--- src/rtl/pingpong_pkg.sv ---
`timescale 1ns/1ps
package pingpong_pkg;
  typedef enum logic [1:0] {
    ST_IDLE = 2'd0,
    ST_RUN  = 2'd1,
    ST_DONE = 2'd2
  } pp_state_e;
endpackage

--- src/rtl/pingpong_plan.sv ---
`timescale 1ns/1ps
// Splits a byte total into full-buffer runs and a remainder run.
module pingpong_plan #(
  parameter int unsigned LEN_W     = 24,
  parameter int unsigned BUF_BYTES = 16384,
  localparam int unsigned LOG_BUF  = $clog2(BUF_BYTES),
  localparam int unsigned WORDS    = BUF_BYTES / 2,
  localparam int unsigned WW       = $clog2(WORDS) + 1,
  localparam int unsigned QW       = LEN_W - LOG_BUF,
  localparam int unsigned RUN_W    = QW + 1
) (
  input  logic [LEN_W-1:0]        total_i,
  output logic signed [RUN_W-1:0] runs_o,
  output logic [WW-1:0]           last_words_o,
  output logic [WW-1:0]           first_words_o
);
  logic [QW-1:0] quot;
  logic          unused_lsb;

  assign unused_lsb   = total_i[0];
  assign quot         = total_i[LEN_W-1:LOG_BUF];
  assign runs_o       = $signed({1'b0, quot}) - RUN_W'(1);
  assign last_words_o = {1'b0, total_i[LOG_BUF-1:1]};
  assign first_words_o = (quot != '0) ? WW'(WORDS) : last_words_o;
endmodule

--- src/rtl/pingpong_addr.sv ---
`timescale 1ns/1ps
// Word address counter for the active buffer.
module pingpong_addr #(
  parameter int unsigned AW = 13,
  localparam int unsigned WW = AW + 1
) (
  input  logic          clk_i,
  input  logic          rst_ni,
  input  logic          clear_i,
  input  logic          adv_i,
  input  logic [WW-1:0] len_i,
  output logic [AW-1:0] addr_o,
  output logic          last_o
);
  logic [AW-1:0] addr_q;

  assign last_o = ({1'b0, addr_q} + WW'(1)) == len_i;
  assign addr_o = addr_q;

  always_ff @(posedge clk_i or negedge rst_ni) begin
    if (!rst_ni)                 addr_q <= '0;
    else if (clear_i)            addr_q <= '0;
    else if (adv_i && last_o)    addr_q <= '0;
    else if (adv_i)              addr_q <= addr_q + AW'(1);
  end
endmodule

--- src/rtl/pingpong_ctrl.sv ---
`timescale 1ns/1ps
// Run counting, buffer switching and completion.
module pingpong_ctrl
  import pingpong_pkg::*;
#(
  parameter int unsigned WORDS = 8192,
  parameter int unsigned RUN_W = 11,
  localparam int unsigned WW   = $clog2(WORDS) + 1
) (
  input  logic                    clk_i,
  input  logic                    rst_ni,
  input  logic                    start_i,
  input  logic                    cont_i,
  input  logic                    stop_i,
  input  logic                    fill_i,
  input  logic signed [RUN_W-1:0] runs_i,
  input  logic [WW-1:0]           last_words_i,
  input  logic [WW-1:0]           first_words_i,
  output pp_state_e               state_o,
  output logic                    accept_o,
  output logic                    sel_o,
  output logic [WW-1:0]           words_o,
  output logic                    irq_o
);
  localparam logic [WW-1:0] FULL = WW'(WORDS);

  pp_state_e               state_q;
  logic                    cont_q, stop_q, sel_q, irq_q;
  logic signed [RUN_W-1:0] runs_q;
  logic [WW-1:0]           last_q, words_q;
  logic [WW-1:0]           next_words;
  logic                    finish;

  assign accept_o = start_i && (state_q != ST_RUN);

  // Decide what the next buffer gets when the current one fills.
  always_comb begin
    next_words = FULL;
    finish     = 1'b0;
    if (stop_q || stop_i) begin
      finish = 1'b1;
    end else if (!cont_q) begin
      if (runs_q >= 0) begin
        if (runs_q != 0)        next_words = FULL;
        else if (last_q == '0)  finish = 1'b1;
        else                    next_words = last_q;
      end else begin
        finish = 1'b1;
      end
    end
  end

  always_ff @(posedge clk_i or negedge rst_ni) begin
    if (!rst_ni) begin
      state_q <= ST_IDLE;
      cont_q  <= 1'b0;
      stop_q  <= 1'b0;
      sel_q   <= 1'b0;
      irq_q   <= 1'b0;
      runs_q  <= '0;
      last_q  <= '0;
      words_q <= FULL;
    end else begin
      irq_q <= 1'b0;
      if (accept_o) begin
        cont_q <= cont_i;
        stop_q <= 1'b0;
        runs_q <= runs_i;
        last_q <= last_words_i;
        sel_q  <= 1'b0;
        if (!cont_i && first_words_i == '0) begin
          state_q <= ST_DONE;
        end else begin
          state_q <= ST_RUN;
          words_q <= cont_i ? FULL : first_words_i;
        end
      end else if (state_q == ST_RUN) begin
        if (stop_i) stop_q <= 1'b1;
        if (fill_i) begin
          irq_q <= 1'b1;
          sel_q <= ~sel_q;
          if (!cont_q) runs_q <= runs_q - RUN_W'(1);
          if (finish) state_q <= ST_DONE;
          else        words_q <= next_words;
        end
      end
    end
  end

  assign state_o = state_q;
  assign sel_o   = sel_q;
  assign words_o = words_q;
  assign irq_o   = irq_q;
endmodule

--- src/rtl/pingpong_seq.sv ---
`timescale 1ns/1ps
module pingpong_seq
  import pingpong_pkg::*;
#(
  parameter int unsigned LEN_W     = 24,
  parameter int unsigned BUF_BYTES = 16384,
  localparam int unsigned LOG_BUF  = $clog2(BUF_BYTES),
  localparam int unsigned WORDS    = BUF_BYTES / 2,
  localparam int unsigned AW       = $clog2(WORDS),
  localparam int unsigned WW       = AW + 1,
  localparam int unsigned RUN_W    = LEN_W - LOG_BUF + 1
) (
  input  logic             clk_i,
  input  logic             rst_ni,
  input  logic             start_i,
  input  logic [LEN_W-1:0] total_bytes_i,
  input  logic             continuous_i,
  input  logic             stop_i,
  input  logic             sample_valid_i,
  output logic             wr_en_o,
  output logic             buf_sel_o,
  output logic [AW-1:0]    wr_addr_o,
  output logic [WW:0]      buf_len_o,
  output logic             irq_o,
  output logic             busy_o,
  output logic             done_o
);
  logic signed [RUN_W-1:0] runs;
  logic [WW-1:0]           last_words, first_words, cur_words;
  logic                    accept, last_word, fill;
  pp_state_e               state;

  pingpong_plan #(.LEN_W(LEN_W), .BUF_BYTES(BUF_BYTES)) u_plan (
    .total_i       (total_bytes_i),
    .runs_o        (runs),
    .last_words_o  (last_words),
    .first_words_o (first_words)
  );

  pingpong_ctrl #(.WORDS(WORDS), .RUN_W(RUN_W)) u_ctrl (
    .clk_i         (clk_i),
    .rst_ni        (rst_ni),
    .start_i       (start_i),
    .cont_i        (continuous_i),
    .stop_i        (stop_i),
    .fill_i        (fill),
    .runs_i        (runs),
    .last_words_i  (last_words),
    .first_words_i (first_words),
    .state_o       (state),
    .accept_o      (accept),
    .sel_o         (buf_sel_o),
    .words_o       (cur_words),
    .irq_o         (irq_o)
  );

  pingpong_addr #(.AW(AW)) u_addr (
    .clk_i   (clk_i),
    .rst_ni  (rst_ni),
    .clear_i (accept),
    .adv_i   (wr_en_o),
    .len_i   (cur_words),
    .addr_o  (wr_addr_o),
    .last_o  (last_word)
  );

  assign busy_o    = (state == ST_RUN);
  assign done_o    = (state == ST_DONE);
  assign wr_en_o   = busy_o && sample_valid_i;
  assign fill      = wr_en_o && last_word;
  assign buf_len_o = {cur_words, 1'b0};
endmodule

--- config.mk ---
export PLATFORM = sky130hd
export DESIGN_NAME = pingpong_seq
export DESIGN_NICKNAME = d
export VERILOG_FILES = /design/src/rtl/pingpong_pkg.sv /design/src/rtl/pingpong_plan.sv /design/src/rtl/pingpong_addr.sv /design/src/rtl/pingpong_ctrl.sv /design/src/rtl/pingpong_seq.sv
export SDC_FILE = /design/constraint.sdc
export NUM_CORES = 1
export LEC_CHECK = 0
export BUFFER_PORTS_ARGS = -buffer_cell sky130_fd_sc_hd__buf_2
export CAP_MARGIN = 20
export CORE_MARGIN = 4
export CORE_UTILIZATION = 27
export CTS_CLUSTER_SIZE = 24
export DETAILED_ROUTE_END_ITERATION = 7
export PLACE_DENSITY = 0.53
export REMOVE_ABC_BUFFERS = 1
export SLEW_MARGIN = 10
export SYNTH_ARGS = -nofsm -noshare
export SYNTH_HDL_FRONTEND = slang
export SYNTH_SLANG_ARGS = --single-unit
export TNS_END_PERCENT = 1
--- constraint.sdc ---
create_clock -name clk_i -period 4.8 [get_ports clk_i]
set_input_delay 0.24 -clock clk_i [delete_from_list [all_inputs] [get_ports clk_i]]
set_output_delay 0.24 -clock clk_i [all_outputs]
set_load 0.05 [all_outputs]
== Word-level counts from Yosys, hierarchy flattened ==
Cells that the tools add are included.

* Bits in registers: 57
* Latch bits: 0
* Memory bits (writable): 0
* Memory bits (read-only): 0
* Input port bits: 30
* Output and inout bits: 33
* Logic and storage cells: 80
* Memories: 0

* $add $sub $neg: 4
* Multiply operators: 0
* Div/mod/pow operators: 0
* Magnitude comparators: 1
* Eq/ne operators: 7
* Shift operators: 0
* Multiplexer cells: 38
* Bitwise operators: 1
* Reduce and logical (&&, ||, !) cells: 20

{| class="wikitable"
|+ Operator list
! cell !! number
|-
| 2-to-1 mux 14 bit || 12
|-
| 2-to-1 mux 11 bit || 4
|-
| 2-to-1 mux 13 bit || 3
|-
| nonzero test 32 bit || 1
|-
| zero test 14 bit || 2
|-
| adder 13 x 1 -> 14 bit, second input constant || 1
|-
| equality test 14 bit || 1
|-
| 2-to-1 mux 1 bit || 14
|-
| adder 13 x 1 -> 13 bit, second input constant || 1
|-
| >= comparator 11 x 1 -> 1 bit, second input constant || 1
|-
| subtractor 10 x 1 -> 11 bit, second input constant || 1
|-
| subtractor 11 x 2 -> 11 bit, second input constant || 1
|-
| 2-to-1 mux 2 bit || 5
|-
| nonzero test 10 bit || 1
|-
| nonzero test 2 bit || 4
|-
| inequality test 2 bit, second input constant || 3
|-
| AND reduction 3 bit || 2
|-
| logical AND 1 bit || 4
|-
| AND reduction 2 bit || 2
|-
| AND reduction 4 bit || 1
|-
| nonzero test 3 bit || 1
|-
| equality test 2 x 1 -> 1 bit, second input constant || 1
|-
| equality test 2 bit, second input constant || 1
|-
| inequality test 2 x 1 -> 1 bit, second input constant || 1
|-
| other kinds (3) || 3
|}

== Depth between registers and ports, before layout ==
* Depth after elaboration: 10
* Mapped depth: 10
* Gate-level depth less buffers: 9

== Cells and area by module ==
From an unflattened synthesis, not the netlist that was laid out.

* Cells, all modules: 433
* Area total of the unflattened synthesis: 3910.0 µm²

{| class="wikitable"
|+ By module, submodules not included
! module !! instances !! cells an instance !! area each (µm²) !! sequential area each (µm²)
|-
| pingpong_ctrl || 1 || 215 || 2168.3 || 1127.3
|-
| pingpong_addr || 1 || 152 || 1258.7 || 325.3
|-
| pingpong_plan || 1 || 60 || 436.7 || 0.0
|-
| pingpong_seq || 1 || 6 || 46.3 || 0.0
|}

== Worst setup path before layout ==
No wires, ideal clock.

* Path type: register -> register
* From: register u_addr.addr_q[0], in the netlist u_addr.addr_o[0]
* To: register u_ctrl.words_q[10], in the netlist u_ctrl.words_o[10]
* Arrival: 3.025 ns
* Required time: 4.673 ns
* Slack: 1.647 ns
* Stages on the path, launching flop included: 10
* Clock period less this slack: 3.153 ns
* Cell sequence: dfrtp_1 > ha_1 > xor2_1 > a2111oi_0 > o2111ai_1 > a211oi_2 > nand3_2 > o21ai_4 > buf_6 > mux2_1

* Word-level cells in the longest chain between the ends: 5

{| class="wikitable"
|+ Ends and longest elaborated chain
! element !! RTL line !! RTL
|-
| start: declaration || pingpong_addr.sv:15 || <nowiki>logic [AW-1:0] addr_q;</nowiki>
|-
| start signal: assignment || pingpong_addr.sv:24 || <nowiki>else if (adv_i) addr_q <= addr_q + AW'(1);</nowiki>
|-
| adder 13 x 1 -> 14 bit || pingpong_addr.sv:17 || <nowiki>assign last_o = ({1'b0, addr_q} + WW'(1)) == len_i;</nowiki>
|-
| equality test 14 bit || pingpong_addr.sv:17 ||
|-
| logical AND 1 bit || pingpong_seq.sv:70 || <nowiki>assign fill = wr_en_o && last_word;</nowiki>
|-
| nonzero test 2 bit (no line) || -- ||
|-
| AND reduction 4 bit (no line) || -- ||
|-
| end signal: assignment || pingpong_ctrl.sv:75 || <nowiki>words_q <= cont_i ? FULL : first_words_i;</nowiki>
|-
| end signal: assignment || pingpong_ctrl.sv:84 || <nowiki>else words_q <= next_words;</nowiki>
|-
| end: declaration || pingpong_ctrl.sv:30 || <nowiki>logic [WW-1:0] last_q, words_q;</nowiki>
|}

No other way between the ends.
A chain may end at the register's enable or synchronous reset.

== Worst setup path after layout ==
* From: register u_addr.addr_q[0], in the netlist u_addr.addr_o[0]
* To: register u_ctrl.words_q[12], in the netlist u_ctrl.words_o[12]

The elaborated chain is that of the path after synthesis.

==> flow_metrics.env <==
export IMPL_status="finished, final reports clean"
export IMPL_cts_tree="built"
export IMPL_avgSynthCellArea_sq_um=9.03
export IMPL_path_max_fanout=14
export IMPL_gp_congestion=0.825
export IMPL_arrival_ns=3.56
export IMPL_final_cell_mix="nand2_1, buf_2, dfrtp_1, nor2_1"
export IMPL_critical_path_slowest_cell="a2111oi_0"
export IMPL_synth_edf_count=0
export IMPL_coreArea_sq_um=12700
export IMPL_rsz0062_at_grt="no"
export IMPL_num_io_pins=63
export IMPL_via_per_inst=5.00
export IMPL_ant_nets=0
export IMPL_hp_class="primary input to async pin"
export IMPL_cts_root_buf="clkbuf_16"
export IMPL_die_h_microns=122
export IMPL_crit_start="u_addr.addr_o[0]"
export IMPL_grtUsageTotal=0.137
export IMPL_p_leak_nw=1.90
export IMPL_syn_area_sq_um=3540
export IMPL_final_nets=482
export IMPL_slew_viol_final=0
export IMPL_relSlewSlack=0.340
export IMPL_die_x_microns=122
export IMPL_cts_buffers_inserted=9
export IMPL_cp_num_buf_inv=0
export IMPL_diodes=0
export IMPL_fmax_ghz=0.299
export IMPL_postCtsSetupBuffers=0
export IMPL_cts_htree_levels=3
export IMPL_yosys_most_used_dff="dfrtp_1"
export IMPL_crit_type="flip-flop to flip-flop"
export IMPL_preCtsSetupSlack_ns=1.51
export IMPL_setup_violations_final=0
export IMPL_cp_required_ns=5.02
export IMPL_met3_length_microns=552
export IMPL_skew_ns=0.00313
export IMPL_grt_pass1_wl_mm=15.9
export IMPL_io_buffer_count=60
export IMPL_crit_reg2reg_launch="u_addr.addr_o[0]"
export IMPL_clkTransAtPathRegs_ns=0.05
export IMPL_min_period_over_period=0.697
export IMPL_finish_utilization=0.337
export IMPL_grt_overflow=0
export IMPL_area_growth_syn_to_layout_pct=21.1
export IMPL_met2WireLength_mm=4.45
export IMPL_seqCellArea_sq_um=1430
export IMPL_final_common_cell="nand2_1"
export IMPL_clockBufferDepth=2
export IMPL_postLayoutSetupSlackWorst_ns=1.45
export IMPL_fillCellCount=1354
export IMPL_wl_per_cell_microns=15.8
export IMPL_setup_worst_path_start_class="flip-flop"
export IMPL_p_per_area_nw_per_um2=437
export IMPL_synth_cell_types=60
export IMPL_drv_cap=0
export IMPL_crit_path_end_kind="flip-flop"
export IMPL_dp_hpwl_mm=7.30
export IMPL_fin_tns_setup_ns=0
export IMPL_dieArea_sq_um=15000
export IMPL_final_min_clock_period_ns=3.35
export IMPL_grt_max_degree=58
export IMPL_multi_input_area_sq_um=1970
export IMPL_p_total_mw=1.87
export IMPL_drc=0
export IMPL_antenna_found_initial=0
export IMPL_slowest_delay_ns=0.54
export IMPL_rows=41
export IMPL_vias=3125
export IMPL_layout_drive_gt1_share=0.205
export IMPL_maxUsedRoutingLayer="met4"
export IMPL_drt_iter0_drc=243
export IMPL_crit_chain="ha_1, xor2_1, a2111oi_0, o2111ai_1, a211oi_2, nand3_2, o21ai_4, mux2_1"
export IMPL_async_flop_share=1.00
export IMPL_cts_sinks=57
export IMPL_clk_latency_ns=0.34
export IMPL_wl_met1_mm=4.60
export IMPL_ys_seq_area_frac=0.403
export IMPL_path_delay_family="compound AO/OA/AOI/OAI gates"
export IMPL_hold_violations=0
export IMPL_ys_ff_latch=57
export IMPL_wl_mm=9.84
export IMPL_synth_cells=392
export IMPL_first_pass_iters=4
export IMPL_ctsResizeCount=0
export IMPL_ys_warn_count=0
export IMPL_hold_buffers=0
export IMPL_grt_pass1_vias=3019
export IMPL_whs_ns=0.0512
export IMPL_initial_core_util=0.278
export IMPL_irDropWorstVdd_uv=163
export IMPL_tightest_slew_ns=0.987
==> through the flow <==
step / instances / area (sq um)
floorplan: 373 / 3440
global placement: 609 / 3990
detailed placement: 609 / 3990
CTS: 625 / 4290
global route: 625 / 4290
finish: 625 / 4290
==> synthesized netlist by cell type, drive strengths merged, types with 10 or more instances <==
cell type	count	area share
nand2	62	0.066
mux2	15	0.048
nand3	17	0.030
a22o	13	0.032
nand4	10	0.018
xnor2	15	0.037
dfrtp	56	0.40
or3	15	0.029
inv	13	0.014
o21ai	18	0.029
xor2	14	0.035
clkbuf	11	0.012
nor2	31	0.033
==> registers in the layout, indices dropped and copies added, names as in the netlist <==
signal          count
u_ctrl.state_o      2
u_ctrl.words_o     14
u_addr.addr_o      13
u_ctrl.cont_q       1
u_ctrl.sel_o        1
u_ctrl.irq_o        1
u_ctrl.runs_q      11
u_ctrl.stop_q       1
u_ctrl.last_q      13
==> layout make-up <==
cell class / instances / share of cell area
Inverter: 13 / 0.0114
Tap cell: 172 / 0.0502
Sequential cell: 57 / 0.333
Multi-Input combinational cell: 303 / 0.459
Clock buffer: 11 / 0.0566
Timing Repair Buffer: 64 / 0.0771
Clock inverter: 5 / 0.0128
==> report_power, final <==
part / switching, mW / leakage [nW] / internal (mW)
clock network: 0.230 / 0.142 / 0.413
logic: 0.349 / 1.02 / 0.174
registers: 0.109 / 0.739 / 0.597
total: 0.689 / 1.90 / 1.18
==> path summary, 6_finish.rpt <==
check / endpoint / slack, ns / depth (start not counted)
max: u_ctrl.words_o[12] / 1.45 / 8
min: u_ctrl.irq_o / 0.05 / 2
max reg2reg: u_ctrl.words_o[12] / 1.45 / 8
min reg2reg: u_ctrl.last_q[10] / 0.51 / 2
max in group asynchronous: u_addr.addr_o[0] / 4.24 / 2
min in group clk_i: u_ctrl.last_q[1] / 0.13 / 3
==> cells by family after synthesis <==
kind of cell / share of synthesized area
AO/OA/AOI/OAI: 0.157
buffers and inverters: 0.0424
AND/OR/NAND/NOR: 0.256
flip-flops: 0.403
multiplexers: 0.0534
adder cells (fa/ha/maj): 0.0141
other: 0.00106
XOR/XNOR: 0.0718
==> routing by layer <==
metal,up-vias,track usage
met1,1504,0.181
met2,70,0.209
met3,14,0.0406
li1,1537,-
met4,0,0.0574
met5,-,0
Note: power is estimated with default switching activity, not from simulation.
